File: config.mk
export PLATFORM = sky130hd
export DESIGN_NAME = uart_frame_tx
export DESIGN_NICKNAME = d
export VERILOG_FILES = /design/src/rtl/uart_tx_pkg.sv /design/src/rtl/uart_tx_parity.sv /design/src/rtl/uart_tx_ctrl.sv /design/src/rtl/uart_frame_tx.sv
export SDC_FILE = /design/constraint.sdc
export NUM_CORES = 1
export LEC_CHECK = 0
export ABC_AREA = 1
export CORE_ASPECT_RATIO = 0.6
export CORE_MARGIN = 8
export CORE_UTILIZATION = 45
export CTS_BUF_LIST = sky130_fd_sc_hd__clkbuf_8
export DETAILED_ROUTE_END_ITERATION = 6
export PLACE_DENSITY = 0.68
export SLEW_MARGIN = 30
export SYNTH_ARGS = -nofsm -noshare
export SYNTH_HDL_FRONTEND = slang
export SYNTH_SLANG_ARGS = --single-unit
File: constraint.sdc
create_clock -name clk -period 4 [get_ports clk]
set_input_delay 0.8 -clock clk [delete_from_list [all_inputs] [get_ports clk]]
set_output_delay 0.8 -clock clk [all_outputs]
set_load 0.02 [all_outputs]
File: src/rtl/uart_tx_pkg.sv
package uart_tx_pkg;

  typedef enum logic [2:0] {
    ST_IDLE,
    ST_WAIT,
    ST_START,
    ST_DATA,
    ST_PAR,
    ST_STOP
  } tx_state_e;

  typedef struct packed {
    logic long_char;
    logic two_stop;
    logic par_on;
    logic par_odd;
  } frame_fmt_t;

endpackage

File: src/rtl/uart_tx_parity.sv
module uart_tx_parity #(
  parameter int DATA_W = 8
) (
  input  logic [DATA_W-1:0] data,
  input  logic              long_char,
  input  logic              odd,
  output logic              par_bit
);

  logic [DATA_W-1:0] mask;

  always_comb begin
    mask = '1;
    if (!long_char) mask[DATA_W-1] = 1'b0;
    par_bit = (^(data & mask)) ^ odd;
  end

endmodule

File: src/rtl/uart_tx_ctrl.sv
module uart_tx_ctrl
  import uart_tx_pkg::*;
#(
  parameter int DATA_W = 8
) (
  input  logic              clk,
  input  logic              rst,
  input  logic              tick,
  input  logic              accept,
  input  logic [DATA_W-1:0] load_data,
  input  frame_fmt_t        load_fmt,
  input  logic              load_par,
  output logic              idle,
  output logic              final_tick,
  output logic              nxt_bit,
  output logic              nxt_busy
);

  localparam int IDX_W = $clog2(DATA_W);
  localparam logic [IDX_W-1:0] IDX_LONG  = IDX_W'(DATA_W - 1);
  localparam logic [IDX_W-1:0] IDX_SHORT = IDX_W'(DATA_W - 2);

  tx_state_e         state_q, state_d;
  logic [IDX_W-1:0]  idx_q, idx_d;
  logic              stp_q, stp_d;
  logic [DATA_W-1:0] sh_q, sh_d;
  frame_fmt_t        fmt_q, fmt_d;
  logic              par_q, par_d;
  logic [IDX_W-1:0]  last_idx;

  assign last_idx   = fmt_q.long_char ? IDX_LONG : IDX_SHORT;
  assign idle       = (state_q == ST_IDLE);
  assign final_tick = tick && (state_q == ST_STOP) && (stp_q == fmt_q.two_stop);

  always_comb begin
    state_d = state_q;
    idx_d   = idx_q;
    stp_d   = stp_q;
    sh_d    = sh_q;
    fmt_d   = fmt_q;
    par_d   = par_q;
    if (accept) begin
      sh_d    = load_data;
      fmt_d   = load_fmt;
      par_d   = load_par;
      state_d = tick ? ST_START : ST_WAIT;
    end else if (tick) begin
      case (state_q)
        ST_WAIT:  state_d = ST_START;
        ST_START: begin
          state_d = ST_DATA;
          idx_d   = '0;
        end
        ST_DATA: begin
          sh_d = sh_q >> 1;
          if (idx_q == last_idx) begin
            state_d = fmt_q.par_on ? ST_PAR : ST_STOP;
            stp_d   = 1'b0;
          end else begin
            idx_d = idx_q + 1'b1;
          end
        end
        ST_PAR: begin
          state_d = ST_STOP;
          stp_d   = 1'b0;
        end
        ST_STOP: begin
          if (final_tick) state_d = ST_IDLE;
          else            stp_d   = 1'b1;
        end
        default: state_d = ST_IDLE;
      endcase
    end
  end

  always_comb begin
    case (state_d)
      ST_START: nxt_bit = 1'b0;
      ST_DATA:  nxt_bit = sh_d[0];
      ST_PAR:   nxt_bit = par_d;
      default:  nxt_bit = 1'b1;
    endcase
    nxt_busy = (state_d != ST_IDLE);
  end

  always_ff @(posedge clk) begin
    if (rst) begin
      state_q <= ST_IDLE;
      idx_q   <= '0;
      stp_q   <= 1'b0;
      sh_q    <= '0;
      fmt_q   <= '0;
      par_q   <= 1'b0;
    end else begin
      state_q <= state_d;
      idx_q   <= idx_d;
      stp_q   <= stp_d;
      sh_q    <= sh_d;
      fmt_q   <= fmt_d;
      par_q   <= par_d;
    end
  end

endmodule

File: src/rtl/uart_frame_tx.sv
module uart_frame_tx
  import uart_tx_pkg::*;
#(
  parameter int DATA_W = 8
) (
  input  logic              clk,
  input  logic              rst,
  input  logic              tick,
  input  logic              in_valid,
  input  logic [DATA_W-1:0] in_data,
  input  logic              len8,
  input  logic              stop2,
  input  logic              par_en,
  input  logic              par_odd,
  output logic              in_ready,
  output logic              tx,
  output logic              busy,
  output logic              done
);

  logic       idle, final_tick, nxt_bit, nxt_busy, accept, par_calc;
  frame_fmt_t fmt_in;

  assign fmt_in   = '{long_char: len8, two_stop: stop2, par_on: par_en, par_odd: par_odd};
  assign in_ready = idle || final_tick;
  assign accept   = in_valid && in_ready;

  uart_tx_parity #(.DATA_W(DATA_W)) par_i (
    .data      (in_data),
    .long_char (len8),
    .odd       (par_odd),
    .par_bit   (par_calc)
  );

  uart_tx_ctrl #(.DATA_W(DATA_W)) ctrl_i (
    .clk        (clk),
    .rst        (rst),
    .tick       (tick),
    .accept     (accept),
    .load_data  (in_data),
    .load_fmt   (fmt_in),
    .load_par   (par_calc),
    .idle       (idle),
    .final_tick (final_tick),
    .nxt_bit    (nxt_bit),
    .nxt_busy   (nxt_busy)
  );

  always_ff @(posedge clk) begin
    if (rst) begin
      tx   <= 1'b1;
      busy <= 1'b0;
      done <= 1'b0;
    end else begin
      tx   <= nxt_bit;
      busy <= nxt_busy;
      done <= final_tick;
    end
  end

endmodule

==> results.sh <==
export IMPL_run_status="complete, no violations"
export IMPL_floorplan_die_area_sq_um=4706
export IMPL_vias_in_the_first_global_route=1137
export IMPL_core_area_sq_um=2540
export IMPL_finClkSkew_ns=0.005433
export IMPL_iteration_0_drc_count_of_the_detailed_router=120
export IMPL_timing_slew_headroom=0.6644
export IMPL_path_class="in2out"
export IMPL_detailed_place_hpwl_microns=2290
export IMPL_power_per_cell_area_nw_per_um2=376.4
export IMPL_clock_tree_from_tritoncts="yes"
export IMPL_post_drt_via_cell_ratio=5.111
export IMPL_power_leakage_nw=0.6864
export IMPL_layout_area_overhead_vs_synth_pct=21.94
export IMPL_quantity_of_gates_resized_following_cts=0
export IMPL_cts_buffer_depth=2
export IMPL_worstPathCellList="clkdlybuf4s50_1 > nand4_2 > o21ai_4 > clkdlybuf4s50_1"
export IMPL_initial_utilization=0.4828
export IMPL_yosys_register_bits=22
export IMPL_crit_path_top_delay_cell="sky130_fd_sc_hd__clkdlybuf4s50_1"
export IMPL_synth_seq_area_share=0.3592
export IMPL_finalSetupViolCount=0
export IMPL_post_synth_cell_area_avg_sq_um=6.737
export IMPL_cts_clk_slew_worst_paths_ns=0.08
export IMPL_synthesis_yosys_warnings=0
export IMPL_grt_overflow=0
export IMPL_design_portCount=20
export IMPL_rsz_0062_raised_after_global_routing="false"
export IMPL_rows=14
export IMPL_antenna_violations_before_repair=0
export IMPL_crit_family="buffers and inverters"
export IMPL_placed_cell_area_sq_um=1440
export IMPL_finalMaxSlewViolations=0
export IMPL_critical_path_top_cell_by_count="sky130_fd_sc_hd__clkdlybuf4s50_1"
export IMPL_route_detailed_drc=0
export IMPL_layout_nets=220
export IMPL_worst_path_max_fanout=8
export IMPL_number_of_buffers_created_by_cts=3
export IMPL_synthesis_area_sq_um=1226
export IMPL_post_drt_wl_per_cell_microns=12.44
export IMPL_multi_input_comb_area_sq_um=684.4
export IMPL_ctsHoldBuffers=0
export IMPL_final_area_sq_um=1495
export IMPL_worstPathRequired_ns=3.20
export IMPL_route_final_wire_length_microns=2911
export IMPL_cts_h_tree_lvls=1
export IMPL_worst_pin_slew_ns=0.5018
export IMPL_dieHeight_microns=56.44
export IMPL_drtAntennaViolNets=0
export IMPL_critPathLaunchType="primary input"
export IMPL_syn_nets=199
export IMPL_n_fill_cell=235
export IMPL_cts_root_buffer_cell="sky130_fd_sc_hd__clkbuf_8"
export IMPL_count_of_buffers_from_port_buffering=19
export IMPL_cts_repair_timing_setup_buffer_count=0
export IMPL_worst_path_largest_cell_delay_ns=0.66
export IMPL_seq_area_sq_um=440.4
export IMPL_max_freq_ghz=0.3049
export IMPL_overall_die_width_microns=83.39
export IMPL_globalplace_congestion=0.8317
export IMPL_drt_pass1_iter_count=4
export IMPL_worstPathBufferInverterCount=2
export IMPL_insertedDiodeCount=0
export IMPL_min_path_type="reg2reg"
export IMPL_grt_pass1_wl_microns=5195
export IMPL_syn_instance_count=182
export IMPL_finalCritPeriodShare=0.8200
export IMPL_layout_drive_gt1_share=0.09406
export IMPL_peak_ir_drop_on_the_vdd_network_v=0.0002559
export IMPL_layout_min_cycle_time_ns=3.280
export IMPL_clock_sinks=22
export IMPL_finalHoldViolCount=0
export IMPL_synth_cell_types=30
export IMPL_clock_latency_ns=0.27
export IMPL_grt_max_degree=19
export IMPL_detailroute_via_count=1196
export IMPL_grt_total_usage=0.1301
export IMPL_timing_setup_tns_ns=0
export IMPL_critPathArrivalTime_ns=2.48
export IMPL_maxCapViolCount=0
export IMPL_endpoint_kind="primary output"
==> per-layer routing <==
metal	GRT usage	share of wire	vias up
met4	0.02985	0.0027	0
met5	0	0	-
met3	0.04317	0.044	2
met2	0.1965	0.42	18
met1	0.1725	0.53	540
li1	-	-	636
==> sequential cells by signal, indices dropped and copies added (netlist names) <==
register,cells
ctrl_i.sh_q,8
ctrl_i.fmt_q,3
ctrl_i.idx_q,3
ctrl_i.state_q,3
busy,1
ctrl_i.par_q,1
ctrl_i.stp_q,1
done,1
tx,1
==> metrics by stage <==
| stage | instances | util | power, mW | worst slack [ns] | hold slack (ns) |
|---|---|---|---|---|---|
| after floorplan | 182 | - | 0.3570 | 1.889 | 0.4447 |
| after global placement | 230 | 0.5670 | 0.4030 | 0.7405 | 0.4576 |
| after detailed placement | 230 | 0.5670 | 0.4080 | 0.7026 | 0.4641 |
| after CTS | 234 | 0.5887 | 0.5684 | 0.6978 | 0.4767 |
| after global routing | 234 | 0.5887 | 0.6018 | 0.6235 | 0.5079 |
| final | 234 | 0.5887 | 0.5628 | 0.7201 | 0.4708 |
==> cells by family after synthesis <==
| family | share of synthesized area |
|---|---|
| DFF | 0.3592 |
| xor gates and xnor gates | 0.02858 |
| buffers and inverters | 0.08265 |
| AOI/OAI and AO/OA | 0.1235 |
| adders and majority gates | 0.01020 |
| and+or+nand+nor | 0.3959 |
==> cell usage after synthesis <==
library cell               number  area [sq um]
sky130_fd_sc_hd__o21bai_1       1         7.510
sky130_fd_sc_hd__o21ai_0        7         35.03
sky130_fd_sc_hd__nand2_4        2         22.52
sky130_fd_sc_hd__buf_4          1         7.510
sky130_fd_sc_hd__inv_2          5         18.77
sky130_fd_sc_hd__nand3_2        2         20.02
sky130_fd_sc_hd__nor2_1         7         26.28
sky130_fd_sc_hd__o21ai_1        1         5.000
sky130_fd_sc_hd__a21oi_1        7         35.03
sky130_fd_sc_hd__xor2_1         2         17.52
sky130_fd_sc_hd__inv_1         15         56.30
sky130_fd_sc_hd__xnor2_1        2         17.52
sky130_fd_sc_hd__or2_1          2         12.51
sky130_fd_sc_hd__nor2_4         1         11.26
sky130_fd_sc_hd__dfxtp_1       22         440.4
sky130_fd_sc_hd__nand4_2        1         12.51
sky130_fd_sc_hd__a31oi_1        6         37.54
sky130_fd_sc_hd__o211ai_1       2         15.01
sky130_fd_sc_hd__clkbuf_1       1         3.750
sky130_fd_sc_hd__nand2_1       62         232.7
sky130_fd_sc_hd__buf_2          1         5.000
sky130_fd_sc_hd__nand3_1       23         115.1
sky130_fd_sc_hd__inv_4          1         6.260
sky130_fd_sc_hd__nand4_1        2         12.51
sky130_fd_sc_hd__o21ai_4        1         16.27
sky130_fd_sc_hd__nand2_2        1         6.260
sky130_fd_sc_hd__ha_1           1         12.51
sky130_fd_sc_hd__nor2_2         1         6.260
sky130_fd_sc_hd__clkinv_1       1         3.750
sky130_fd_sc_hd__nand3b_1       1         7.510
==> cell type report <==
class	instances	share of cell area
well taps	32	0.02678
multi-input cells	135	0.4577
inverters	22	0.05690
clock buffers	4	0.03682
flip-flops and latches	22	0.2946
repair buffers	19	0.1272
==> placed cells by master, fill, tap and decap left out <==
cell type and n:
sky130_fd_sc_hd__nand2_1 62, sky130_fd_sc_hd__nand3_1 23, sky130_fd_sc_hd__dfxtp_1 22, sky130_fd_sc_hd__clkdlybuf4s50_1 19
sky130_fd_sc_hd__inv_1 15, sky130_fd_sc_hd__o21ai_0 7, sky130_fd_sc_hd__a21oi_1 7, sky130_fd_sc_hd__nor2_1 7
sky130_fd_sc_hd__a31oi_1 6, sky130_fd_sc_hd__inv_2 5, sky130_fd_sc_hd__clkbuf_8 4, sky130_fd_sc_hd__nand3_2 2
sky130_fd_sc_hd__nand4_1 2, sky130_fd_sc_hd__or2_1 2, sky130_fd_sc_hd__o211ai_1 2, sky130_fd_sc_hd__nand2_4 2
sky130_fd_sc_hd__xor2_1 2, sky130_fd_sc_hd__xnor2_1 2, sky130_fd_sc_hd__nand4_2 1, sky130_fd_sc_hd__o21ai_4 1
sky130_fd_sc_hd__nand2_2 1, sky130_fd_sc_hd__nor2_4 1, sky130_fd_sc_hd__o21bai_1 1, sky130_fd_sc_hd__inv_4 1
sky130_fd_sc_hd__clkinv_1 1, sky130_fd_sc_hd__nor2_2 1, sky130_fd_sc_hd__nand3b_1 1, sky130_fd_sc_hd__o21ai_1 1
sky130_fd_sc_hd__ha_1 1
==> power by group <==
part | switching [mW] | total [mW] | internal [mW]
registers | 0.0124 | 0.253 | 0.240
clock network | 0.0719 | 0.160 | 0.0878
logic | 0.0890 | 0.150 | 0.0615
total | 0.173 | 0.563 | 0.390
==> path summary, 6_finish.rpt <==
| check | cells after the start | to | start | slack (ns) |
|---|---|---|---|---|
| min | 2 | ctrl_i.fmt_q[2] | ctrl_i.fmt_q[2] | 0.47 |
| max reg2reg | 9 | busy | ctrl_i.state_q[0] | 2.44 |
| max | 4 | in_ready | tick | 0.72 |
| min reg2reg | 2 | ctrl_i.fmt_q[2] | ctrl_i.fmt_q[2] | 0.47 |
==> worst register-to-register path, stage by stage, from the launching register on <==
cell and delay, ns:
sky130_fd_sc_hd__dfxtp_1 0.43, sky130_fd_sc_hd__inv_2 0.12, sky130_fd_sc_hd__nand3_2 0.11, sky130_fd_sc_hd__o21ai_4 0.07
sky130_fd_sc_hd__nand2_4 0.18, sky130_fd_sc_hd__inv_4 0.09, sky130_fd_sc_hd__o21ai_0 0.17, sky130_fd_sc_hd__nand2_1 0.09
sky130_fd_sc_hd__nand2_1 0.08, sky130_fd_sc_hd__nand3_1 0.09
(Power assumes the default switching activity.)
